===== config.mk =====
export PLATFORM = sky130hd
export DESIGN_NAME = usb_ep0_csr
export DESIGN_NICKNAME = d
export VERILOG_FILES = /design/src/rtl/ep0_csr_pkg.sv /design/src/rtl/ep0_req_decode.sv /design/src/rtl/ep0_flag_bank.sv /design/src/rtl/ep0_phase_fsm.sv /design/src/rtl/ep0_irq_pulse.sv /design/src/rtl/usb_ep0_csr.sv
export SDC_FILE = /design/constraint.sdc
export NUM_CORES = 1
export LEC_CHECK = 0
export BUFFER_PORTS_ARGS = -buffer_cell sky130_fd_sc_hd__clkbuf_2
export CAP_MARGIN = 15
export CORE_AREA = 5 5 42 44
export DETAILED_ROUTE_END_ITERATION = 12
export DIE_AREA = 0 0 47 49
export SETUP_SLACK_MARGIN = 0.4
export SYNTH_ARGS = -nofsm -noshare
export SYNTH_HDL_FRONTEND = slang
export SYNTH_SLANG_ARGS = --single-unit

===== constraint.sdc =====
create_clock -name clk -period 1.3 [get_ports clk]
set_clock_uncertainty 0.2 [all_clocks]
set_input_delay 0.26 -clock clk [delete_from_list [all_inputs] [get_ports clk]]
set_output_delay 0.26 -clock clk [all_outputs]
set_load 0.01 [all_outputs]

===== src/rtl/ep0_csr_pkg.sv =====
package ep0_csr_pkg;

    localparam int RX_RDY_BIT  = 0;
    localparam int TX_RDY_BIT  = 1;
    localparam int DEND_BIT    = 3;
    localparam int PHASE_LSB   = 4;
    localparam int PHASE_W     = 2;
    localparam int RX_SVC_BIT  = 6;
    localparam int MIN_DATA_W  = 7;

    typedef enum logic [PHASE_W-1:0] {
        PH_IDLE = 2'd0,
        PH_TX   = 2'd1,
        PH_RX   = 2'd2
    } ep0_phase_e;

    typedef struct packed {
        logic arm_tx;
        logic rx_release;
        logic de_set;
    } cpu_req_t;

    typedef struct packed {
        logic rx_evt;
        logic tx_evt;
    } pkt_evt_t;

    typedef struct packed {
        logic       rx_rdy;
        logic       tx_rdy;
        logic       data_end;
        ep0_phase_e phase;
    } ep0_state_t;

    function automatic logic any_event(input pkt_evt_t e);
        return e.rx_evt | e.tx_evt;
    endfunction

endpackage


===== src/rtl/ep0_req_decode.sv =====
module ep0_req_decode
    import ep0_csr_pkg::*;
#(
    parameter int DATA_W = 8
) (
    input  logic              wr_en,
    input  logic [DATA_W-1:0] wr_data,
    input  logic              rx_rdy,
    input  logic              tx_rdy,
    input  logic              pkt_rx,
    input  logic              pkt_tx_done,
    output cpu_req_t          req,
    output pkt_evt_t          evt
);
    logic arm, release_ok;

    always_comb begin
        arm        = wr_en & wr_data[TX_RDY_BIT];
        release_ok = wr_en & wr_data[RX_SVC_BIT] & rx_rdy;
        req.arm_tx     = arm;
        req.rx_release = release_ok;
        // data-end rides only on a handshake write
        req.de_set     = wr_en & wr_data[DEND_BIT] & (arm | release_ok);
        evt.rx_evt     = pkt_rx;
        evt.tx_evt     = pkt_tx_done & tx_rdy;
    end
endmodule


===== src/rtl/ep0_flag_bank.sv =====
module ep0_flag_bank
    import ep0_csr_pkg::*;
(
    input  logic     clk,
    input  logic     rst,
    input  cpu_req_t req,
    input  pkt_evt_t evt,
    output logic     rx_rdy,
    output logic     tx_rdy,
    output logic     data_end
);
    always_ff @(posedge clk) begin
        if (rst) begin
            rx_rdy   <= 1'b0;
            tx_rdy   <= 1'b0;
            data_end <= 1'b0;
        end else begin
            if (evt.rx_evt)          rx_rdy <= 1'b1;
            else if (req.rx_release) rx_rdy <= 1'b0;

            if (req.arm_tx)          tx_rdy <= 1'b1;
            else if (evt.tx_evt)     tx_rdy <= 1'b0;

            if (req.de_set)          data_end <= 1'b1;
            else if (any_event(evt)) data_end <= 1'b0;
        end
    end
endmodule


===== src/rtl/ep0_phase_fsm.sv =====
module ep0_phase_fsm
    import ep0_csr_pkg::*;
(
    input  logic       clk,
    input  logic       rst,
    input  cpu_req_t   req,
    input  pkt_evt_t   evt,
    input  logic       data_end,
    output ep0_phase_e phase
);
    ep0_phase_e nxt;

    always_comb begin
        nxt = phase;
        unique case (phase)
            PH_IDLE: begin
                if (evt.rx_evt)      nxt = PH_RX;
                else if (req.arm_tx) nxt = PH_TX;
            end
            PH_TX: begin
                if (evt.tx_evt && data_end) nxt = PH_IDLE;
            end
            PH_RX: begin
                if (req.rx_release && req.de_set) nxt = PH_IDLE;
            end
            default: nxt = PH_IDLE;
        endcase
    end

    always_ff @(posedge clk) begin
        if (rst) phase <= PH_IDLE;
        else     phase <= nxt;
    end
endmodule


===== src/rtl/ep0_irq_pulse.sv =====
module ep0_irq_pulse
    import ep0_csr_pkg::*;
(
    input  logic     clk,
    input  logic     rst,
    input  pkt_evt_t evt,
    output logic     irq
);
    always_ff @(posedge clk) begin
        if (rst) irq <= 1'b0;
        else     irq <= any_event(evt);
    end
endmodule


===== src/rtl/usb_ep0_csr.sv =====
module usb_ep0_csr
    import ep0_csr_pkg::*;
#(
    parameter int DATA_W = 8
) (
    input  logic              clk,
    input  logic              rst,
    input  logic              wr_en,
    input  logic [DATA_W-1:0] wr_data,
    input  logic              pkt_rx,
    input  logic              pkt_tx_done,
    output logic [DATA_W-1:0] rd_data,
    output logic              irq
);
    localparam int PH_MSB = PHASE_LSB + PHASE_W - 1;

    cpu_req_t   req;
    pkt_evt_t   evt;
    ep0_state_t st;

    ep0_req_decode #(.DATA_W(DATA_W)) u_dec (
        .wr_en       (wr_en),
        .wr_data     (wr_data),
        .rx_rdy      (st.rx_rdy),
        .tx_rdy      (st.tx_rdy),
        .pkt_rx      (pkt_rx),
        .pkt_tx_done (pkt_tx_done),
        .req         (req),
        .evt         (evt)
    );

    ep0_flag_bank u_flags (
        .clk      (clk),
        .rst      (rst),
        .req      (req),
        .evt      (evt),
        .rx_rdy   (st.rx_rdy),
        .tx_rdy   (st.tx_rdy),
        .data_end (st.data_end)
    );

    ep0_phase_fsm u_fsm (
        .clk      (clk),
        .rst      (rst),
        .req      (req),
        .evt      (evt),
        .data_end (st.data_end),
        .phase    (st.phase)
    );

    ep0_irq_pulse u_irq (
        .clk (clk),
        .rst (rst),
        .evt (evt),
        .irq (irq)
    );

    always_comb begin
        rd_data                    = '0;
        rd_data[RX_RDY_BIT]        = st.rx_rdy;
        rd_data[TX_RDY_BIT]        = st.tx_rdy;
        rd_data[DEND_BIT]          = st.data_end;
        rd_data[PH_MSB:PHASE_LSB]  = st.phase;
    end
endmodule


==> metrics.txt, run 1 <==
status complete, no violations; Tot Pwr 0.476 mW; crit path cell chain buf_6; fin crit period 1.14 ns; R2R Setup Slk 0.22 ns; Final setup viols 0; htree depth 1; Final Hold Fails 0; GRT Resource Usage Total 0.0726; RSZ-0062 raised after global routing yes; f_max roughly 0.9 GHz; fill count 151; Initial Utilization 0.212; Mapped Area 297 µm²; Num CTS Buffers 3; number of hold buffers added after cts 0; total wire length ~690 µm; TritonCTS Sinks 6; Placed Instance Area 352 µm²; sum of negative setup slack 0 ns; Synth Warn # 0; Crit Path Category reg2out; max incr delay on CP 0.34 ns; initial DRC count 1; commonest non-fill, non-tap cell in the layout buf_6; post-route ant nets 0; core outline area 1400 µm²; WP buf/inv 1; GPL Wtd Cong 0.705; sequential fraction of the synthesis area 0.405; cell count after synthesis 31; final design area excluding fillers 477 µm²; # nets final 62; Netlist cell types 17; VDD IR max 399 µV; worst path required time 0.84 ns; CTS clk-pin slew, worst paths about 0.05 ns; vias 263; Async SR Flop Fraction 0; CTS tree yes; # DRC 0; EDFF count, synth 0; IO Count 22; full die area between 2000 and 2500 µm²; Avg WL per Cell 11.0 µm; row count 14; hold crit path type in2reg; post-synthesis area per instance ~9.6 µm²; root buffer cell clkbuf_4; pwr dens 998 nW/µm²; Detail Route met3 WL 56 µm; wire length on met1 approximately 270 µm; Yosys reg bits 6; later-pin clock latency in the skew report between 0.2 and 0.25 ns; PortBufs 13; die height 49 µm; DIE WIDTH 47 µm; delay-heaviest family, CP flip-flops; period utilisation layout 0.880; met2 WL between 300 and 400 µm; Max Cap Viol 0; GR Overflow Total 0; area grow syn2layout 60.8%; max-slew violations 0; Final WS setup 0.156 ns; initial antenna violation count 0; Leak 0.221 nW; number of global-route vias before repair ~280; Setup crit end kind output pin; Synth Flop Type dfxtp_1; Setup crit start kind register; antenna diode count 0; DR top layer met3; Max Fanout on Critical Path 4; share of layout cells above drive strength 1 0.660; CTS Buffer Depth 2; drt first pass iters 2; largest net degree at the start of global routing 8; dpl ws 0.133 ns; first-pass GRT wire length 1.15 mm; commonest cells after routing, fill and taps aside buf_6, clkbuf_2, dfxtp_2; CP arrival 0.68 ns; CP max stage cell dfxtp_2; vias per cell between 4 and 5
-- flip-flops by register name, summed over array words and instances, names as in the netlist --
register / count
u_flags.data_end: 1
u_fsm.phase: 2
u_irq.irq: 1
u_flags.tx_rdy: 1
u_flags.rx_rdy: 1
-- through the flow --
| step | utilization | hold WS [ns] | cells |
|---|---|---|---|
| floorplan | - | 0.122 | 33 |
| finish | 0.340 | 0.0847 | 63 |
| CTS | 0.313 | 0.0764 | 63 |
| detailed placement | 0.251 | 0.260 | 56 |
| global placement | 0.251 | 0.252 | 56 |
| global route | 0.340 | 0.0803 | 63 |
-- report_power, final --
group          leakage, nW  switching (mW)  internal (mW)
Clock               0.0138          0.0668          0.104
Sequential          0.0516         0.00829          0.198
Combinational        0.155          0.0420         0.0561
-- logic make-up after synthesis --
| logic type | count (synthesis) | share of synthesized area |
|---|---|---|
| other | 1 | 0.0126 |
| DFF | 6 | 0.405 |
| and+or+nand+nor | 10 | 0.198 |
| AOI/OAI and AO/OA | 8 | 0.232 |
| buffers and inverters | 6 | 0.152 |
-- worst paths after layout --
kind | from | to | cells past startpoint
worst max-delay path | u_flags.rx_rdy$_SDFFE_PP0P_ | rd_data[0] | 1
worst min-delay path | wr_data[1] | u_flags.tx_rdy$_SDFFE_PP0P_ | 3
worst max register to register | u_flags.rx_rdy$_SDFFE_PP0P_ | u_fsm.phase[1]$_SDFFE_PP0P_ | 2
worst min register to register | u_fsm.phase[0]$_SDFFE_PP0P_ | u_fsm.phase[1]$_SDFFE_PP0P_ | 2
-- area by class of cell --
type	count	area [µm²]	area share
clock buffers	3	22.5	0.0472
multi-input cells	21	163	0.341
flip-flops and latches	6	128	0.268
well taps	16	20.0	0.0420
repair buffers	17	144	0.302
-- worst register-to-register path: stages (launching register included) --
cell       delay [ns]
dfxtp_2          0.33
and4_1           0.18
a2111oi_4        0.28
-- per-layer routing --
| layer | vias up | global-route usage |
|---|---|---|
| li1 | 134 | - |
| met1 | 120 | 0.0728 |
| met2 | 9 | 0.102 |
| met3 | 0 | 0.0480 |
| met4 | 0 | 0.0553 |
| met5 | - | 0 |
-- synthesized netlist by cell type, drive strengths merged (2+ instances only) --
cell type,number,area share
a21oi,2,0.034
buf,6,0.15
dfxtp,6,0.41
nand2,2,0.025
nand2b,2,0.042
nor2,2,0.025
-- timing repair --
item,4_1_cts,5_1_grt
resized for setup,7,13
setup endpoints to repair,11,12
hold endpoints to repair,0,0
pin swaps,4,3
setup buffers,4,0
gates cloned,0,0
No activity file was read; power rests on OpenSTA's default activity.
==> run 2: changes to the inputs <==
--- a/config.mk
+++ b/config.mk
@@ -5,6 +5,7 @@
 export SDC_FILE = /design/constraint.sdc
 export NUM_CORES = 1
 export LEC_CHECK = 0
+export ABC_AREA = 1
 export BUFFER_PORTS_ARGS = -buffer_cell sky130_fd_sc_hd__clkbuf_2
 export CAP_MARGIN = 15
 export CORE_AREA = 5 5 42 44
==> constraint.sdc (replaced) <==
create_clock -name clk -period 1.2 [get_ports clk]
set_clock_uncertainty 0.2 [all_clocks]
set_input_delay 0.24 -clock clk [delete_from_list [all_inputs] [get_ports clk]]
set_output_delay 0.24 -clock clk [all_outputs]
set_load 0.01 [all_outputs]
==> run 2 against run 1 <==
  * Wire length rose by 6.1%
  * Non-clock buffer count fell by 2
  * Register-to-register slack got worse by 0.17 ns
  * Largest cell class unchanged
  * Critical endpoint is now rd_data[4]
  * Via count rose by 26%
  * Clock-buffer cell count rose by 1
  * Final area rose by 8.4%
  * Critical path depth did not move
  * Highest routed layer is now met4
==> metrics.txt, run 2 <==
Synth Flop Type dfxtp_1; Final Hold Fails 0 (unchanged); antenna diode count 0 (unchanged); total wire length 733 µm (+6.1%); vias per cell 4.14 (-0.89%); fin crit period between 1 and 1.5 ns; Initial Utilization 0.231 (+0.0196); commonest cells after routing, fill and taps aside clkbuf_2, nand2_1, nor2_1, buf_6; first-pass GRT wire length 1.21 mm (+5.4%); Leak 0.239 nW (+8.5%); GPL Wtd Cong 0.765 (+8.5%); GRT Resource Usage Total 0.0731 (+0.000499); # nets final 78 (+26%); core outline area 1400 µm² (unchanged); PortBufs 13 (unchanged); area grow syn2layout 59.5%; Crit Path Category reg2out; EDFF count, synth 0 (unchanged); Avg WL per Cell 9.16 µm (-16%); number of hold buffers added after cts 0 (unchanged); period utilisation layout 0.986; VDD IR max 509 µV (+27%); commonest non-fill, non-tap cell in the layout clkbuf_2; share of layout cells above drive strength 1 0.594 (-0.0658); initial antenna violation count 0 (unchanged); Netlist cell types 13 (-4); crit path cell chain buf_2; Synth Warn # 0 (unchanged); CTS Buffer Depth 2 (unchanged); Final setup viols 0 (unchanged); area leader, netlist dfxtp_1; later-pin clock latency in the skew report 0.24 ns (about the same); post-route ant nets 0 (unchanged); largest net degree at the start of global routing 7 (-1); post-synth top area share 0.371 (-0.0344); sequential fraction of the synthesis area 0.371 (-0.0344); most common cell in the netlist nand2_1; Setup crit end kind output pin; Largest register FFs 2 (unchanged); CTS tree yes; hold_ws 0.0415 ns (-0.0432 ns); TritonCTS Sinks 6 (unchanged); CP max stage cell dfxtp_4; Max Cap Viol 0 (unchanged); delay-heaviest family, CP flip-flops; fill count 163 (+7.9%); Max Fanout on Critical Path 4 (unchanged); max-slew violations 0 (unchanged); initial DRC count 1 (unchanged); Num CTS Buffers 3 (unchanged); hold crit path type in2reg; Mapped Area 324 µm² (+9.3%); # DRC 0 (unchanged); worst path required time 0.76 ns (-0.08 ns); RSZ-0062 raised after global routing yes; Tot Pwr 0.729 mW (+53%); vias 331 (+26%); drt first pass iters 4 (+2); WP buf/inv 1 (unchanged); status complete, no violations; largest cells by area after synthesis dfxtp_1, buf_4, nand2_1; Commonest cells post-synth nand2_1, nor2_1, buf_4, dfxtp_1, inv_1; number of global-route vias before repair 316 (+13%); largest reg by FF count u_fsm.phase; htree depth 1 (unchanged); DIE WIDTH 47 µm (unchanged); post-synthesis area per instance 6.61 µm² (-31%); full die area 2300 µm² (unchanged); f_max 0.845 GHz; max incr delay on CP 0.37 ns (+0.03 ns); GR Overflow Total 0 (unchanged); CP arrival 0.74 ns (+0.06 ns); IO Count 22 (unchanged); Setup crit start kind register; pwr dens 1410 nW/µm² (+41%); row count 14 (unchanged); die height 49 µm (unchanged); Async SR Flop Fraction 0 (unchanged); Yosys reg bits 6 (unchanged); root buffer cell clkbuf_4; CTS clk-pin slew, worst paths 0.05 ns (about the same); cell count after synthesis 49 (+58%)
[run 2: cell types whose count changed in the layout (fill, tap and decap cells not counted), sizes merged, moves of 2 or more]
| cell | change |
|---|---|
| nand2b | -2 |
| nor2 | +7 |
| buf | -2 |
| nand3 | +2 |
| a21oi | +3 |
| inv | +6 |
| nand2 | +9 |
[run 2: cell type report]
class	instances	area, µm²	share of cell area
clock buffers	4	26.3	0.0508
well taps	16	20.0	0.0387
repair buffers	15	113	0.218
multi-input cells	33	201	0.390
inverters	6	22.5	0.0436
flip-flops and latches	6	134	0.259
[run 2: worst paths after layout]
path | startpoint | endpoint | slack, ns | cells past startpoint
worst min register to register | u_flags.rx_rdy$_SDFFE_PP0P_ | u_flags.rx_rdy$_SDFFE_PP0P_ | 0.28 | 2
worst min-delay path | rst | u_flags.tx_rdy$_SDFFE_PP0P_ | 0.04 | 2
worst max register to register | u_fsm.phase[0]$_SDFFE_PP0P_ | u_fsm.phase[0]$_SDFFE_PP0P_ | 0.05 | 7
worst max-delay path | u_fsm.phase[0]$_SDFFE_PP0P_ | rd_data[4] | 0.02 | 1
[run 2: cells by family (layout without fill, tap and decap cells)]
group / count (synthesis) / in the layout / synth area share
buffers and inverters: 12 / 25 / 0.208
AOI/OAI and AO/OA: 7 / 7 / 0.112
and+or+nand+nor: 23 / 23 / 0.297
other: 1 / 3 / 0.0116
DFF: 6 / 6 / 0.371
[run 2: per-layer routing]
| layer | track usage | vias to the layer above | wire length (µm) |
|---|---|---|---|
| met2 | 0.118 | 8 | 395 |
| li1 | - | 173 | - |
| met4 | 0.0553 | 0 | 6 |
| met3 | 0.0369 | 2 | 39 |
| met1 | 0.0656 | 148 | 292 |
| met5 | 0 | - | 0 |
[run 2: repair_timing]
action,4_1_cts,5_1_grt
gates cloned,0,0
gates resized for setup,6,17
setup buffers,2,0
pin swaps,5,5
endpoints found under the hold margin,0,0
setup endpoints to repair,10,12
[run 2: report_power, final]
part / total [mW] / internal (mW) / leakage (nW) / switching (mW)
clock network: 0.197 / 0.126 / 0.0150 / 0.0710
logic: 0.259 / 0.127 / 0.172 / 0.132
registers: 0.273 / 0.236 / 0.0523 / 0.0376
total: 0.729 / 0.488 / 0.239 / 0.241
[run 2: metrics by stage]
| step | cells | util | worst slack (ns) | TNS (ns) | area [µm²] |
|---|---|---|---|---|---|
| 2_1_floorplan | 51 | - | 0.120 | 0 | 370 |
| 3_3_place_gp | 74 | 0.285 | 0.0664 | 0 | 399 |
| 3_5_place_dp | 74 | 0.285 | 0.0645 | 0 | 399 |
| 4_1_cts | 80 | 0.334 | -0.00183 | -0.00313 | 468 |
| 5_1_grt | 80 | 0.369 | -0.0277 | -0.0426 | 517 |
| 6_report | 80 | 0.369 | 0.0171 | 0 | 517 |
==> run 3: changes to the inputs <==
--- a/config.mk
+++ b/config.mk
@@ -11,6 +11,7 @@
 export CORE_AREA = 5 5 42 44
 export DETAILED_ROUTE_END_ITERATION = 12
 export DIE_AREA = 0 0 47 49
+export GPL_TIMING_DRIVEN = 0
 export SETUP_SLACK_MARGIN = 0.4
 export SYNTH_ARGS = -nofsm -noshare
 export SYNTH_HDL_FRONTEND = slang
==> constraint.sdc (replaced) <==
create_clock -name clk -period 1.2 [get_ports clk]
set_clock_uncertainty 0.2 [all_clocks]
set_input_delay 0.18 -clock clk [delete_from_list [all_inputs] [get_ports clk]]
set_output_delay 0.18 -clock clk [all_outputs]
set_load 0.01 [all_outputs]
==> run 3 against run 2 <==
  * The flow now finishes with violations (hold timing)
  * Via count rose by 4.2%
  * Flip-flop and latch count did not move
  * Sequential power rose by 2%
  * Core utilization rose by 2.9 points
  * Setup slack improved by 0.0065 ns
  * Largest cell class unchanged
==> metrics.txt, run 3 (synthesized netlist as in run 2, its figures left out) <==
Leak 0.277 nW (+16%); commonest cells after routing, fill and taps aside nand2_1, clkbuf_2, buf_6; vias per cell 3.97 (-4.2%); period utilisation layout 0.980 (-0.00545); dpl ws 0.0566 ns (-0.00788 ns); Num CTS Buffers 3 (unchanged); Initial Utilization 0.231 (unchanged); CP arrival 0.80 ns (+0.06 ns); post-route ant nets 0 (unchanged); area grow syn2layout 72.2%; hold crit path type in2reg; drt first pass iters 1 (-3); full die area 2300 µm² (unchanged); status finished, violations left; largest reg by FF count u_fsm.phase; htree depth 1 (unchanged); DIE WIDTH 47 µm (unchanged); max-slew violations 0 (unchanged); # DRC 0 (unchanged); Setup crit end kind output pin; Max Fanout on Critical Path 3 (-1); antenna diode count 0 (unchanged); Avg WL per Cell 8.66 µm (-5.5%); initial DRC count 0 (-1); sum of negative setup slack 0 ns (unchanged); pwr dens 1290 nW/µm² (-8.6%); IO Count 22 (unchanged); CTS clk-pin slew, worst paths 0.04 ns (about the same); Final WS setup 0.0236 ns (+0.00654 ns); final non-filler cell total 87 (+8.8%); hold_ws -0.0239 ns (-0.0654 ns); CTS tree yes; f_max 0.850 GHz (+0.56%); GRT Resource Usage Total 0.0810 (+0.00785); largest net degree at the start of global routing 7 (unchanged); initial antenna violation count 0 (unchanged); CTS Buffer Depth 2 (unchanged); PortBufs 13 (unchanged); core outline area 1400 µm² (unchanged); # nets final 85 (+9.0%); die height 49 µm (unchanged); RSZ-0062 raised after global routing yes; commonest non-fill, non-tap cell in the layout nand2_1; Inst Count DP 80 (+8.1%); Largest register FFs 2 (unchanged); GPL Wtd Cong 0.771 (+0.78%); Final setup viols 0 (unchanged); Final Hold Fails 5 (+5); Placed Instance Area 455 µm² (+14%); GR Overflow Total 0 (unchanged); Finished Core Util 0.398 (+0.0295); failing checks hold timing; first-pass GRT wire length 1.37 mm (+14%); final design area excluding fillers 558 µm² (+8.0%); HPWL after DPL ~610 µm; number of global-route vias before repair 378 (+20%); Tot Pwr 0.719 mW (-1.3%); total wire length 753 µm (+2.7%); Crit Path Category reg2out; TritonCTS Sinks 6 (unchanged); root buffer cell clkbuf_4; Setup crit start kind register; worst path required time 0.82 ns (+0.06 ns); vias 345 (+4.2%); VDD IR max 642 µV (+26%); share of layout cells above drive strength 1 0.592 (-0.00220); Max Cap Viol 0 (unchanged); later-pin clock latency in the skew report 0.24 ns (about the same); row count 14 (unchanged); fin crit period 1.18 ns (-0.00654 ns)
## run 3: what timing repair did
item,CTS,global route
pin swaps,9,10
gates resized for setup,5,13
endpoints found under the setup margin,11,12
setup buffers,3,0
endpoints found under the hold margin,5,4
## run 3: critical path, cell delays in order (launching register included)
cell	delay, ns
dfxtp_4	0.35
buf_6	0.11
buf_6	0.11
## run 3: final timing paths
path                                     from                     endpoint  slack, ns  depth (start not counted)
setup / recovery  u_flags.tx_rdy$_SDFFE_PP0P_                   rd_data[1]       0.02                          2
hold / removal                            rst  u_flags.tx_rdy$_SDFFE_PP0P_      -0.02                          2
setup reg to reg  u_fsm.phase[1]$_SDFFE_PP0P_  u_fsm.phase[0]$_SDFFE_PP0P_       0.07                          6
hold reg to reg   u_flags.rx_rdy$_SDFFE_PP0P_  u_flags.rx_rdy$_SDFFE_PP0P_       0.28                          2
## run 3: layout make-up
| cell class | count | area, µm² |
|---|---|---|
| multi-input cells | 33 | 185 |
| plain buffers | 6 | 56.3 |
| repair buffers | 16 | 114 |
| well taps | 16 | 20.0 |
| clock buffers | 4 | 26.3 |
| inverters | 6 | 22.5 |
| fillers | 160 | 843 |
| flip-flops and latches | 6 | 134 |
## run 3: report_power, final
part           leakage (nW)  switching, mW  internal [mW]
Combinational         0.210          0.125          0.120
Sequential           0.0523         0.0435          0.236
Clock                0.0150         0.0693          0.126
## run 3: routing by layer
layer | vias to the layer above | share of wire | GRT usage
li1 | 189 | - | -
met1 | 148 | 0.39 | 0.0923
met2 | 8 | 0.57 | 0.124
met3 | 0 | 0.040 | 0.0221
met4 | 0 | 0 | 0.0553
met5 | - | 0 | 0
